--- config.mk ---
export PLATFORM = sky130hd
export DESIGN_NAME = ebus_wait_gen
export DESIGN_NICKNAME = d
export VERILOG_FILES = /design/src/rtl/ebw_pkg.sv /design/src/rtl/ebw_area_select.sv /design/src/rtl/ebw_reduce.sv /design/src/rtl/ebw_sequencer.sv /design/src/rtl/ebus_wait_gen.sv
export SDC_FILE = /design/constraint.sdc
export NUM_CORES = 1
export LEC_CHECK = 0
export CAP_MARGIN = 30
export CORE_MARGIN = 1
export CORE_UTILIZATION = 42
export CTS_CLUSTER_DIAMETER = 150
export DETAILED_ROUTE_END_ITERATION = 6
export PLACE_DENSITY = 0.83
export SYNTH_ARGS = -nofsm -noshare
export SYNTH_HDL_FRONTEND = slang
export SYNTH_SLANG_ARGS = --single-unit
--- constraint.sdc ---
create_clock -name clk -period 4.87 [get_ports clk]
set_input_delay 0.487 -clock clk [delete_from_list [all_inputs] [get_ports clk]]
set_output_delay 0.487 -clock clk [all_outputs]
set_load 0.02 [all_outputs]
--- src/rtl/ebw_pkg.sv ---
package ebw_pkg;

   typedef enum logic [2:0] {
      PH_READY = 3'd0,
      PH_SETUP = 3'd1,
      PH_WAIT  = 3'd2,
      PH_HOLD  = 3'd3,
      PH_DONE  = 3'd4,
      PH_RECOV = 3'd5,
      PH_IDLE  = 3'd6
   } phase_e;

   localparam int NUM_SLOT = 8;
   localparam int LAST_PH  = 6;

   // first phase after cur whose length is nonzero, or ready
   function automatic phase_e next_phase(input phase_e cur, input logic [NUM_SLOT-1:0] live);
      phase_e res;
      res = PH_READY;
      for (int p = LAST_PH; p >= 1; p--) begin
         if ((p > int'(cur)) && live[p]) res = phase_e'(p[2:0]);
      end
      return res;
   endfunction

endpackage

--- src/rtl/ebw_area_select.sv ---
module ebw_area_select #(
   parameter int NUM_AREAS = 8,
   parameter int WAIT_W    = 4,
   parameter int PHASE_W   = 2,
   localparam int AREA_W   = $clog2(NUM_AREAS)
) (
   input  logic [NUM_AREAS*WAIT_W-1:0]  cfg_wait,
   input  logic [NUM_AREAS*PHASE_W-1:0] cfg_setup,
   input  logic [NUM_AREAS*PHASE_W-1:0] cfg_hold,
   input  logic [NUM_AREAS*PHASE_W-1:0] cfg_recov,
   input  logic [NUM_AREAS*PHASE_W-1:0] cfg_idle,
   input  logic [WAIT_W-1:0]            flyby_wait,
   input  logic [AREA_W-1:0]            area,
   input  logic                         flyby,
   output logic [WAIT_W-1:0]            sel_wait,
   output logic [PHASE_W-1:0]           sel_setup,
   output logic [PHASE_W-1:0]           sel_hold,
   output logic [PHASE_W-1:0]           sel_recov,
   output logic [PHASE_W-1:0]           sel_idle
);

   if (NUM_AREAS < 2 || (1 << AREA_W) != NUM_AREAS) begin : g_bad_areas
      $error("NUM_AREAS must be a power of two of at least 2");
   end

   logic [WAIT_W-1:0]  w_arr [NUM_AREAS];
   logic [PHASE_W-1:0] s_arr [NUM_AREAS];
   logic [PHASE_W-1:0] h_arr [NUM_AREAS];
   logic [PHASE_W-1:0] r_arr [NUM_AREAS];
   logic [PHASE_W-1:0] i_arr [NUM_AREAS];

   for (genvar a = 0; a < NUM_AREAS; a++) begin : g_unpack
      assign w_arr[a] = cfg_wait[a*WAIT_W +: WAIT_W];
      assign s_arr[a] = cfg_setup[a*PHASE_W +: PHASE_W];
      assign h_arr[a] = cfg_hold[a*PHASE_W +: PHASE_W];
      assign r_arr[a] = cfg_recov[a*PHASE_W +: PHASE_W];
      assign i_arr[a] = cfg_idle[a*PHASE_W +: PHASE_W];
   end

   assign sel_wait  = flyby ? flyby_wait : w_arr[area];
   assign sel_setup = s_arr[area];
   assign sel_hold  = h_arr[area];
   assign sel_recov = r_arr[area];
   assign sel_idle  = i_arr[area];

endmodule

--- src/rtl/ebw_reduce.sv ---
module ebw_reduce #(
   parameter int WAIT_W    = 4,
   parameter int CODE_W    = 2,
   parameter bit USE_TABLE = 1'b1
) (
   input  logic [WAIT_W-1:0] raw_wait,
   input  logic [CODE_W-1:0] code,
   output logic [WAIT_W-1:0] eff_wait
);

   localparam int NUM_CODES = 1 << CODE_W;

   if (WAIT_W < 2) begin : g_bad_width
      $error("WAIT_W must be at least 2");
   end

   if (USE_TABLE) begin : g_table
      logic [WAIT_W-1:0] cand [NUM_CODES];
      for (genvar c = 0; c < NUM_CODES; c++) begin : g_cand
         assign cand[c] = raw_wait >> c;
      end
      assign eff_wait = cand[code];
   end else begin : g_shift
      assign eff_wait = raw_wait >> code;
   end

   always_comb begin
      AST_EFF_NOT_ABOVE: assert (eff_wait <= raw_wait);
   end

endmodule

--- src/rtl/ebw_sequencer.sv ---
module ebw_sequencer
   import ebw_pkg::*;
#(
   parameter int WAIT_W  = 4,
   parameter int PHASE_W = 2,
   localparam int LEN_W  = (WAIT_W > PHASE_W) ? WAIT_W : PHASE_W
) (
   input  logic               clk,
   input  logic               rst_n,
   input  logic               start,
   input  logic [PHASE_W-1:0] in_setup,
   input  logic [WAIT_W-1:0]  in_wait,
   input  logic [PHASE_W-1:0] in_hold,
   input  logic [PHASE_W-1:0] in_recov,
   input  logic [PHASE_W-1:0] in_idle,
   output phase_e             phase,
   output logic               done,
   output logic               busy
);

   logic [LEN_W-1:0]    len_in [NUM_SLOT];
   logic [LEN_W-1:0]    len_q  [NUM_SLOT];
   logic [NUM_SLOT-1:0] live_in, live_q;
   phase_e              phase_q, phase_d;
   logic [LEN_W-1:0]    cnt_q, cnt_d;
   logic                accept, load;

   assign len_in[PH_READY] = '0;
   assign len_in[PH_SETUP] = LEN_W'(in_setup);
   assign len_in[PH_WAIT]  = LEN_W'(in_wait);
   assign len_in[PH_HOLD]  = LEN_W'(in_hold);
   assign len_in[PH_DONE]  = LEN_W'(1);
   assign len_in[PH_RECOV] = LEN_W'(in_recov);
   assign len_in[PH_IDLE]  = LEN_W'(in_idle);
   assign len_in[7]        = '0;

   for (genvar p = 0; p < NUM_SLOT; p++) begin : g_live
      assign live_in[p] = |len_in[p];
      assign live_q[p]  = |len_q[p];
   end

   always_comb begin
      accept  = start && (phase_q == PH_READY);
      phase_d = phase_q;
      load    = 1'b0;
      if (accept) begin
         phase_d = next_phase(PH_READY, live_in);
         load    = 1'b1;
      end else if (phase_q != PH_READY && cnt_q == '0) begin
         phase_d = next_phase(phase_q, live_q);
         load    = 1'b1;
      end
      if (load) begin
         if (phase_d == PH_READY) cnt_d = '0;
         else if (accept)         cnt_d = len_in[phase_d] - LEN_W'(1);
         else                     cnt_d = len_q[phase_d] - LEN_W'(1);
      end else if (phase_q != PH_READY) begin
         cnt_d = cnt_q - LEN_W'(1);
      end else begin
         cnt_d = cnt_q;
      end
   end

   always_ff @(posedge clk or negedge rst_n) begin
      if (!rst_n) begin
         phase_q <= PH_READY;
         cnt_q   <= '0;
         for (int p = 0; p < NUM_SLOT; p++) len_q[p] <= '0;
      end else begin
         phase_q <= phase_d;
         cnt_q   <= cnt_d;
         if (accept) begin
            for (int p = 0; p < NUM_SLOT; p++) len_q[p] <= len_in[p];
         end
      end
   end

   assign phase = phase_q;
   assign done  = (phase_q == PH_DONE);
   assign busy  = (phase_q != PH_READY);

   AST_DONE_SINGLE: assert property (@(posedge clk) disable iff (!rst_n)
      done |=> !done);

   AST_DONE_THEN_TAIL: assert property (@(posedge clk) disable iff (!rst_n)
      done |=> (phase_q inside {PH_RECOV, PH_IDLE, PH_READY}));

   AST_TIMING_HELD: assert property (@(posedge clk) disable iff (!rst_n)
      busy |=> $stable(len_q[PH_WAIT]));

   AST_TAIL_NO_RESTART: assert property (@(posedge clk) disable iff (!rst_n)
      (phase_q inside {PH_RECOV, PH_IDLE}) |=> (phase_q inside {PH_RECOV, PH_IDLE, PH_READY}));

   AST_READY_HOLDS: assert property (@(posedge clk) disable iff (!rst_n)
      (phase_q == PH_READY && !start) |=> (phase_q == PH_READY));

endmodule

--- src/rtl/ebus_wait_gen.sv ---
module ebus_wait_gen
   import ebw_pkg::*;
#(
   parameter int NUM_AREAS = 8,
   parameter int WAIT_W    = 4,
   parameter int PHASE_W   = 2,
   parameter int CODE_W    = 2,
   parameter bit USE_TABLE = 1'b1,
   localparam int AREA_W   = $clog2(NUM_AREAS)
) (
   input  logic                         clk,
   input  logic                         rst_n,
   input  logic [NUM_AREAS*WAIT_W-1:0]  cfg_wait,
   input  logic [NUM_AREAS*PHASE_W-1:0] cfg_setup,
   input  logic [NUM_AREAS*PHASE_W-1:0] cfg_hold,
   input  logic [NUM_AREAS*PHASE_W-1:0] cfg_recov,
   input  logic [NUM_AREAS*PHASE_W-1:0] cfg_idle,
   input  logic [WAIT_W-1:0]            flyby_wait,
   input  logic [CODE_W-1:0]            reduce_code,
   input  logic                         acc_start,
   input  logic [AREA_W-1:0]            acc_area,
   input  logic                         acc_flyby,
   output logic [2:0]                   phase_o,
   output logic                         busy,
   output logic                         acc_done
);

   logic [WAIT_W-1:0]  raw_wait, eff_wait;
   logic [PHASE_W-1:0] s_len, h_len, r_len, i_len;
   phase_e             phase;

   ebw_area_select #(
      .NUM_AREAS (NUM_AREAS),
      .WAIT_W    (WAIT_W),
      .PHASE_W   (PHASE_W)
   ) u_sel (
      .cfg_wait   (cfg_wait),
      .cfg_setup  (cfg_setup),
      .cfg_hold   (cfg_hold),
      .cfg_recov  (cfg_recov),
      .cfg_idle   (cfg_idle),
      .flyby_wait (flyby_wait),
      .area       (acc_area),
      .flyby      (acc_flyby),
      .sel_wait   (raw_wait),
      .sel_setup  (s_len),
      .sel_hold   (h_len),
      .sel_recov  (r_len),
      .sel_idle   (i_len)
   );

   ebw_reduce #(
      .WAIT_W    (WAIT_W),
      .CODE_W    (CODE_W),
      .USE_TABLE (USE_TABLE)
   ) u_red (
      .raw_wait (raw_wait),
      .code     (reduce_code),
      .eff_wait (eff_wait)
   );

   ebw_sequencer #(
      .WAIT_W  (WAIT_W),
      .PHASE_W (PHASE_W)
   ) u_seq (
      .clk      (clk),
      .rst_n    (rst_n),
      .start    (acc_start),
      .in_setup (s_len),
      .in_wait  (eff_wait),
      .in_hold  (h_len),
      .in_recov (r_len),
      .in_idle  (i_len),
      .phase    (phase),
      .done     (acc_done),
      .busy     (busy)
   );

   assign phase_o = phase;

   AST_DONE_WHILE_BUSY: assert property (@(posedge clk) disable iff (!rst_n)
      acc_done |-> busy);

   AST_START_FROM_READY: assert property (@(posedge clk) disable iff (!rst_n)
      (!busy && !acc_start) |=> !busy);

endmodule

### Yosys cells after proc, flatten, opt, wreduce, memory -nomap -nowiden

Index checks and enable logic that the tools add are counted.

* bits in registers: 20
* input bits: 109
* output and inout port bits: 5
* word-level logic and storage cells: 87

* add/subtract/negate cells: 3
* $lt $le $gt $ge: 9
* equal/unequal tests: 1
* multiplexer cells: 42
* bitwise logic cells: 3
* reduce and logical (&&, ||, !) cells: 21

Operators with widths (count)
* two-way mux 4 bit: 13
* binary-select mux 4 bit (select 3 bit): 3
* two-way mux 3 bit: 11
* binary-select mux 2 bit (select 3 bit): 4
* two-way mux 2 bit: 8
* OR reduction 2 bit: 6
* subtractor 4 x 1 -> 4 bit (second input constant): 3
* > comparator 3 bit (first input constant): 3
* binary-select mux 4 bit (select 2 bit): 1
* >= comparator 4 bit (second input constant): 2
* logical AND 1 bit: 8
* inverter 3 -> 4 bit: 2
* OR reduction 4 bit: 2
* > comparator 2 x 3 -> 1 bit (first input constant): 2
* logical NOT 3 bit: 2
* logical NOT 4 bit: 1
* equality test 3 bit (second input constant): 1
* >= comparator 3 bit (second input constant): 1
* > comparator 1 x 3 -> 1 bit (first input constant): 1
* inverter 2 -> 3 bit: 1
* nonzero test 3 bit: 1
* two-way mux 1 bit: 2
* nonzero test 2 bit: 1

### Logic depth before layout (Yosys ltp)

Gate-level depths: netlist (run 1).

* word-level depth: 20
* depth in mapped cells: 17
* mapped depth without buffers: 15

### Modules after synthesis

A second synthesis (run 1) with hierarchy kept.

* cells, all modules: 227
* area, all modules: 2263.4 sq um

By module, submodules not included
* ebw_sequencer: instances 1, cells an instance 160, area each 1352.5 sq um, seq. area each 500.5 sq um
* ebw_area_select: instances 1, cells an instance 59, area each 849.6 sq um, seq. area each 0.0 sq um
* ebw_reduce: instances 1, cells an instance 8, area each 61.3 sq um, seq. area each 0.0 sq um

### Worst setup path after synthesis (run 1)

OpenSTA, ideal clock, no wires.

* path type: input to register
* start: in acc_area[1]
* end: reg u_seq.cnt_q[2]
* setup time: 0.138 ns
* arrival time: 3.410 ns
* required time: 4.732 ns
* setup slack: 1.322 ns
* stages on the path: 15
* path buffers: 2
* path through: buf_6 > mux4_1 > mux2_2 > a31oi_1 > o311a_2 > a32o_1 > buf_6 > mux2_4 > a2111oi_4 > a211o_4 > ha_1 > xor2_1 > nor2_1 > a22oi_1 > o21ai_0

* longest elaborated chain between the ends: 20
* elaborated cells between the ends (all ways): 40
* classes of those cells: 2 x add/sub; 32 x mux; 2 x bitwise; 4 x reduce/logical

RTL lines
* start: declaration: RTL line ebus_wait_gen.sv:21 `input logic [AREA_W-1:0] acc_area,`
* inverter 3 -> 4 bit (not written as such) (*): RTL line ebw_area_select.sv:40, ebw_area_select.sv:41, ebw_area_select.sv:42
* binary-select mux 4 bit (select 3 bit): RTL line ebw_area_select.sv:40 `assign sel_wait = flyby ? flyby_wait : w_arr[area];`
* two-way mux 4 bit (not written as such) (2 in a row): RTL line ebw_area_select.sv:40
* two-way mux 4 bit: RTL line ebw_area_select.sv:40
* binary-select mux 4 bit (select 2 bit): RTL line ebw_reduce.sv:22 `assign eff_wait = cand[code];`
* two-way mux 4 bit (not written as such) (2 in a row): RTL line ebw_reduce.sv:22
* OR reduction 4 bit: RTL line ebw_sequencer.sv:38 `assign live_in[p] = |len_in[p];`
* two-way mux 3 bit: RTL line ebw_pkg.sv:21 `if ((p > int'(cur)) && live[p]) res = phase_e'(p[2:0]);`
* [... 2 more ...]
* net u_seq.phase_d[0]: RTL line ebw_sequencer.sv:24 `phase_e phase_q, phase_d;`
* inverter 3 -> 4 bit (not written as such): RTL line ebw_sequencer.sv:55, ebw_sequencer.sv:56
* binary-select mux 4 bit (select 3 bit), on equally long branches: RTL line ebw_sequencer.sv:56, ebw_sequencer.sv:55
* two-way mux 4 bit, on equally long branches (2 in a row): RTL line ebw_sequencer.sv:56, ebw_sequencer.sv:55
* subtractor 4 x 1 -> 4 bit, on equally long branches: RTL line ebw_sequencer.sv:56, ebw_sequencer.sv:55
* two-way mux 4 bit: RTL line ebw_sequencer.sv:55 `else if (accept) cnt_d = len_in[phase_d] - LEN_W'(1);`
* two-way mux 4 bit (*): RTL line ebw_sequencer.sv:54 `if (phase_d == PH_READY) cnt_d = '0;`
* two-way mux 4 bit (*): RTL line ebw_sequencer.sv:53 `if (load) begin`
* end signal: assignment: RTL line ebw_sequencer.sv:71 `cnt_q <= cnt_d;`
* end: declaration: RTL line ebw_sequencer.sv:25 `logic [LEN_W-1:0] cnt_q, cnt_d;`

The timed path passes the listed nets; every way through them passes the cells marked *. The select of a mux whose other input is x is not followed.
A chain may end at the register's enable or synchronous reset.

### Worst setup path in the final report (run 1)

* start: in acc_area[1]
* end: reg u_seq.cnt_q[2]

* longest elaborated chain between the ends: 20
* elaborated cells between the ends (all ways): 40
* classes of those cells: 2 x add/sub; 32 x mux; 2 x bitwise; 4 x reduce/logical

RTL lines
* inverter 3 -> 4 bit (not written as such) (*)
* binary-select mux 4 bit (select 3 bit): RTL line ebw_area_select.sv:40
* two-way mux 4 bit (not written as such) (2 in a row): RTL line ebw_area_select.sv:40
* two-way mux 4 bit: RTL line ebw_area_select.sv:40
* binary-select mux 4 bit (select 2 bit): RTL line ebw_reduce.sv:22
* two-way mux 4 bit (not written as such) (2 in a row): RTL line ebw_reduce.sv:22
* OR reduction 4 bit: RTL line ebw_sequencer.sv:38
* two-way mux 3 bit (2 in a row): RTL line ebw_pkg.sv:21
* two-way mux 3 bit: RTL line ebw_sequencer.sv:46 `if (accept) begin`
* inverter 3 -> 4 bit (not written as such): RTL line ebw_sequencer.sv:55, ebw_sequencer.sv:56
* binary-select mux 4 bit (select 3 bit), on equally long branches: RTL line ebw_sequencer.sv:56, ebw_sequencer.sv:55
* two-way mux 4 bit, on equally long branches (2 in a row): RTL line ebw_sequencer.sv:56, ebw_sequencer.sv:55
* subtractor 4 x 1 -> 4 bit, on equally long branches: RTL line ebw_sequencer.sv:56, ebw_sequencer.sv:55
* two-way mux 4 bit: RTL line ebw_sequencer.sv:55
* two-way mux 4 bit (*): RTL line ebw_sequencer.sv:54
* two-way mux 4 bit (*): RTL line ebw_sequencer.sv:53

Mark *: on every way between the ends. The rest lies on a longest branch, timed or not. The select of a mux whose other input is x is not followed.

==> results of run 1 <==
==> report_power, final <==
group | internal [mW] | leakage [nW] | switching [mW]
logic | 0.438 | 1.12 | 0.439
clock network | 0.0720 | 0.0288 | 0.0569
registers | 0.246 | 0.243 | 0.0968
total | 0.756 | 1.39 | 0.592
==> worst max-delay path: stages <==
cell and delay (ns):
clkdlybuf4s50_1 0.54, buf_4 0.32, mux4_1 0.60, mux2i_1 0.26
and2_4 0.22, a21oi_2 0.04, a32o_1 0.40, mux2_4 0.35
a2111oi_4 0.36, a211o_4 0.16, ha_1 0.16, xor2_1 0.14
nor2_1 0.08, a22oi_1 0.19, o21ai_0 0.10
==> flip-flops by register name, indices dropped and copies added, names as in the netlist <==
register	cells
u_seq.len_q	13
u_seq.cnt_q	4
u_seq.phase	3
==> through the flow <==
step | worst slack, ns | area (µm²)
finish | 0.615 | 3540
global placement | 0.471 | 3480
floorplan | 1.32 | 2340
detailed placement | 0.341 | 3480
CTS | 0.601 | 3540
global route | 0.325 | 3540
==> cells by family (layout without fill, tap and decap cells) <==
group                      Yosys count  after routing
buffers and inverters               26            131
and+or+nand+nor                     64             64
xor gates and xnor gates             1              1
adders and majority gates            3              3
muxes                               47             47
DFF                                 20             20
AOI/OAI and AO/OA                   63             63
==> cells in the final DEF (no fill, tap or decap), types with 9 or more instances in the layout <==
master / n
o21ai_0: 18
mux2i_1: 18
inv_1: 9
dfrtp_1: 20
nor2_1: 13
clkdlybuf4s50_1: 113
nand2_1: 20
mux4_2: 14
mux4_1: 9
==> routing by layer <==
layer / wire (µm) / track usage [%] / vias up
met5: 0 / 0 / -
met4: 174 / 8.65 / 0
met3: 477 / 3.23 / 17
met2: 3770 / 47.3 / 115
met1: 2390 / 26.1 / 1095
li1: - / - / 1105
==> worst paths after layout <==
path,from,endpoint,slack (ns),depth (start not counted)
min in group asynchronous,rst_n,u_seq.cnt_q[1],0.73,1
setup reg to reg,u_seq.cnt_q[0],u_seq.cnt_q[2],0.89,15
hold reg to reg,u_seq.len_q[25],u_seq.len_q[25],0.49,1
max in group asynchronous,rst_n,u_seq.len_q[16],3.58,1
hold / removal,u_seq.len_q[25],u_seq.len_q[25],0.49,1
setup / recovery,acc_area[1],u_seq.cnt_q[2],0.61,15
==> area by class of cell <==
| cell class | instances | area share [%] |
|---|---|---|
| repair buffers | 117 | 32.8 |
| clock buffers | 4 | 1.56 |
| well taps | 70 | 2.48 |
| multi-input cells | 178 | 47.9 |
| inverters | 10 | 1.06 |
| flip-flops and latches | 20 | 14.1 |
==> cell usage after synthesis (2+ instances only) <==
cell,count
mux2_2,4
mux4_1,9
buf_6,3
a31oi_1,4
nor2_1,13
a21boi_0,2
a22oi_1,2
a21o_1,3
inv_1,9
mux4_2,14
nand2b_1,3
o21ai_0,18
o221ai_1,2
nor2b_1,3
o21bai_1,2
nor3_1,4
o32ai_1,2
and2_1,4
o31ai_1,3
clkbuf_1,5
mux2i_1,18
ha_1,3
nand2_1,20
dfrtp_1,20
or3_1,2
buf_2,6
nand3_1,4
o22ai_1,3
a21oi_1,2
==> metrics.csv, run 1 <==
metric;value;unit
status;finished clean;
htree_levels;1;
worstPathRequired;5.00;ns
dieArea;5860;µm²
drive_gt1_share;12.5;%
maxSlewViolCount;0;
cts_resized;0;
regArea;500;µm²
grt_pass1_wl;11300;µm
drv_cap;0;
area_delta_synth_final;51.5;%
ys_warn_count;0;
dp_hpwl;5770;µm
postCtsSetupRepairBufs;0;
grt_pass1_vias;2443;
synthSimpleGateAreaFrac;14.5;%
die_h;76.6;µm
cts_sinks;20;
clockBufferDepth;2;
tightest_slew;0.910;ns
leakagePower;1.39;nW
ios;114;
end_kind;register;
syn_nets;336;
clk_pin_slew_worst_paths;0.08;ns
synth.ff_latch_count;20;
cp.arrival;4.39;ns
vias_per_cell;5.84;
cts_inserted_buffers;3;
synth_cell_type_count;66;
antennaDiodeCount;0;
core;5240;µm²
synth_area;2340;µm²
worstSkewPairLatency;0.26;ns
path_class;input pin to register;
hold_class;register to register;
async_reset_ff_share;100;%
synth_top_family_by_area;multiplexers;
ctsHoldBuffers;0;
synth_compound_area_share;21.3;%
rsz0062_at_grt;no;
drc_errors;0;
synth_xor_area_share;0.375;%
max-vdd-ir-drop;0.239;mV
synth_fa_ha_area_share;1.61;%
cts_root_buffer;clkbuf_8;
yosysSeqAreaShare;21.4;%
grt.total_usage;24.2;%
antenna_found_initial;0;
multi_input_comb_area;1700;µm²
yosys.area.top_type;dfrtp_1;
drt.antenna.violating_nets;0;
skew;0.00181;ns
dp.cells;395;
die_w;76.6;µm
wl_per_cell;17.1;µm
synth_edf_count;0;
drt-pass1-iter-count;4;
grt_max_degree;27;
synth_cells;224;
start_util;44.6;%
cp_max_fo;22;
nFillCells;401;
netlist.area_leader.share;21.4;%
postLayoutCoreUtil;67.6;%
drtIter0Drc;166;
powerDensity;381;nW/µm²
gp_congestion;0.863;
max_freq;235;MHz
totalWireLength;6820;µm
min_period;4.26;ns
setup_viol_count_final;0;
hold_ws;0.493;ns
muxShareOfSynthArea;34.9;%
syn_avg_cell_area;10.4;µm²
hold_viol;0;
cts_tree;done;
via_count;2332;
io_buffers;113;
p_total;1.35;mW
maxSlewHeadroom;39.2;%
overflow;0;
tns;0;ns
finalNonFillerCells;399;
num-nets-final;442;
rows;26;
yosys-top-cells-area;dfrtp_1, mux4_2, mux4_1;
fin_crit_sh;87.4;%
ys.flop_type;dfrtp_1;
crit_path_start_kind;input pin;
(Power assumes the default switching activity.)
==> inputs of run 2 (changes only) <==
--- a/config.mk
+++ b/config.mk
@@ -6,11 +6,13 @@
 export NUM_CORES = 1
 export LEC_CHECK = 0
 export CAP_MARGIN = 30
+export CELL_PAD_IN_SITES_DETAIL_PLACEMENT = 0
+export CELL_PAD_IN_SITES_GLOBAL_PLACEMENT = 1
 export CORE_MARGIN = 1
-export CORE_UTILIZATION = 42
+export CORE_UTILIZATION = 30
 export CTS_CLUSTER_DIAMETER = 150
 export DETAILED_ROUTE_END_ITERATION = 6
-export PLACE_DENSITY = 0.83
+export PLACE_DENSITY_LB_ADDON = 0.1
 export SYNTH_ARGS = -nofsm -noshare
 export SYNTH_HDL_FRONTEND = slang
 export SYNTH_SLANG_ARGS = --single-unit
==> metrics.csv, run 2 (same netlist as run 1, synthesis figures left out) <==
metric;value;unit;change
status;finished clean;;unchanged
cts_sinks;20;;unchanged
largest_reg_flops;13;;unchanged
htree_levels;1;;unchanged
fin_crit_sh;88.3;%;was 87.4%
wl_per_cell;16.0;µm;was 17.1 µm
finalNonFillerCells;431;;was 399
cp_top_family;compound AO/OA/AOI/OAI gates;;unchanged
cts_inserted_buffers;3;;unchanged
cp_max_fo;12;;was 22
hold_viol;0;;unchanged
worstPathRequired;5.01;ns;was 5.00 ns
cp_cell_sequence;clkdlybuf4s50_1 > buf_4 > mux4_1 > mux2i_1 > nand3_1 > a31oi_1 > nor2_1 > a2111oi_0 > o32ai_1 > ha_1 > xor2_1 > nor2_1 > a22oi_1 > o21ai_0;;was clkdlybuf4s50_1 > buf_4 > mux4_1 > mux2i_1 > and2_4 > a21oi_2 > a32o_1 > mux2_4 > a2111oi_4 > a211o_4 > ha_1 > xor2_1 > nor2_1 > a22oi_1 > o21ai_0
cts_tree;done;;unchanged
cts_root_buffer;clkbuf_8;;unchanged
grt.total_usage;17.2;%;was 24.2%
skew;0.00491;ns;was 0.00181 ns
ios;114;;unchanged
dp.cells;426;;was 395
wl_met2;3350;µm;was 3770 µm
postCtsSetupRepairBufs;0;;unchanged
ctsHoldBuffers;0;;unchanged
grt_pass1_vias;2302;;was 2443
postLayoutCoreUtil;48.8;%;was 67.6%
maxSlewViolCount;0;;unchanged
rsz0062_at_grt;no;;unchanged
max-vdd-ir-drop;0.136;mV;was 0.239 mV
final_common_cell;clkdlybuf4s50_1;;unchanged
num-nets-final;445;;was 442
vias_per_cell;5.23;;was 5.84
maxSlewHeadroom;59.1;%;was 39.2%
cp.arrival;4.44;ns;was 4.39 ns
powerDensity;374;nW/µm²;was 381 nW/µm²
layout_common_cells;clkdlybuf4s50_1, nand2_1, dfrtp_1;;unchanged
crit_slowest_cell;clkdlybuf4s50_1;;was mux4_1
dp_hpwl;5960;µm;was 5770 µm
regMostFlops;u_seq.len_q;;unchanged
crit_buf_inv;2;;unchanged
clk_pin_slew_worst_paths;0.08;ns;about the same
dieArea;8140;µm²;was 5860 µm²
drv_cap;0;;unchanged
area_delta_synth_final;54.8;%;was 51.5%
drc_errors;0;;unchanged
worstSkewPairLatency;0.26;ns;about the same
die_w;90.2;µm;was 76.6 µm
drive_gt1_share;13.3;%;was 12.5%
path_class;input pin to register;;unchanged
min_period;4.30;ns;was 4.26 ns
drtIter0Drc;117;;was 166
rows;31;;was 26
core;7410;µm²;was 5240 µm²
tightest_slew;0.612;ns;was 0.910 ns
leakagePower;1.41;nW;was 1.39 nW
hold_class;input pin to asynchronous set/reset pin;;was register to register
max_stage_delay;0.73;ns;was 0.60 ns
end_kind;register;;unchanged
grt_max_degree;27;;unchanged
grt_pass1_wl;11400;µm;was 11300 µm
drt-pass1-iter-count;4;;unchanged
critPathMostFrequentCell;nor2_1;;
start_util;31.5;%;was 44.6%
crit_path_start_kind;input pin;;unchanged
routed-wl-met3;424;µm;was 477 µm
antenna_found_initial;0;;unchanged
setup_viol_count_final;0;;unchanged
totalWireLength;6900;µm;was 6820 µm
io_buffers;113;;unchanged
cts_resized;0;;unchanged
top_layer_used;met4;;unchanged
max_freq;232;MHz;was 235 MHz
drt.antenna.violating_nets;0;;unchanged
tns;0;ns;unchanged
wl_met1;3080;µm;was 2390 µm
gp_congestion;0.811;;was 0.863
die_h;90.2;µm;was 76.6 µm
hold_ws;0.447;ns;was 0.493 ns
overflow;0;;unchanged
via_count;2253;;was 2332
clockBufferDepth;2;;unchanged
antennaDiodeCount;0;;unchanged
[run 2: layout make-up]
type / count / area (µm²)
clock buffer: 4 / 55.1
fill: 697 / 3790
inverter: 10 / 37.5
multi-input combinational: 178 / 1700
sequential: 20 / 500
tap: 99 / 124
timing repair buffer: 120 / 1200
[run 2: path summary, 6_finish.rpt]
| path | start | endpoint | slack [ns] | cells after the start |
|---|---|---|---|---|
| hold reg to reg | u_seq.len_q[25] | u_seq.len_q[25] | 0.49 | 1 |
| setup reg to reg | u_seq.cnt_q[0] | u_seq.cnt_q[2] | 0.92 | 15 |
| max in group asynchronous | rst_n | u_seq.len_q[23] | 4.06 | 2 |
| setup / recovery | acc_area[1] | u_seq.cnt_q[2] | 0.57 | 14 |
| min in group clk | u_seq.len_q[25] | u_seq.len_q[25] | 0.49 | 1 |
| hold / removal | rst_n | u_seq.cnt_q[3] | 0.45 | 1 |
[run 2: power breakdown]
part           total [mW]  internal, mW  leakage, nW  switching [mW]
clock               0.128        0.0720       0.0288          0.0555
sequential          0.343         0.246        0.243          0.0969
combinational       0.881         0.448         1.14           0.433
[run 2: per-stage QoR]
stage          setup slack [ns]  power [mW]  instance area, µm²
5_1_grt                   0.274        1.47                3620
6_report                  0.568        1.35                3620
3_5_place_dp              0.290        1.23                3530
4_1_cts                   0.547        1.36                3590
2_1_floorplan              1.32       0.969                2340
3_3_place_gp              0.356        1.22                3530
[run 2: routing by layer]
layer	up-vias	global-route usage (%)
met4	0	2.82
met1	1055	22.5
met3	4	2.37
met2	88	30.5
li1	1106	-
met5	-	0
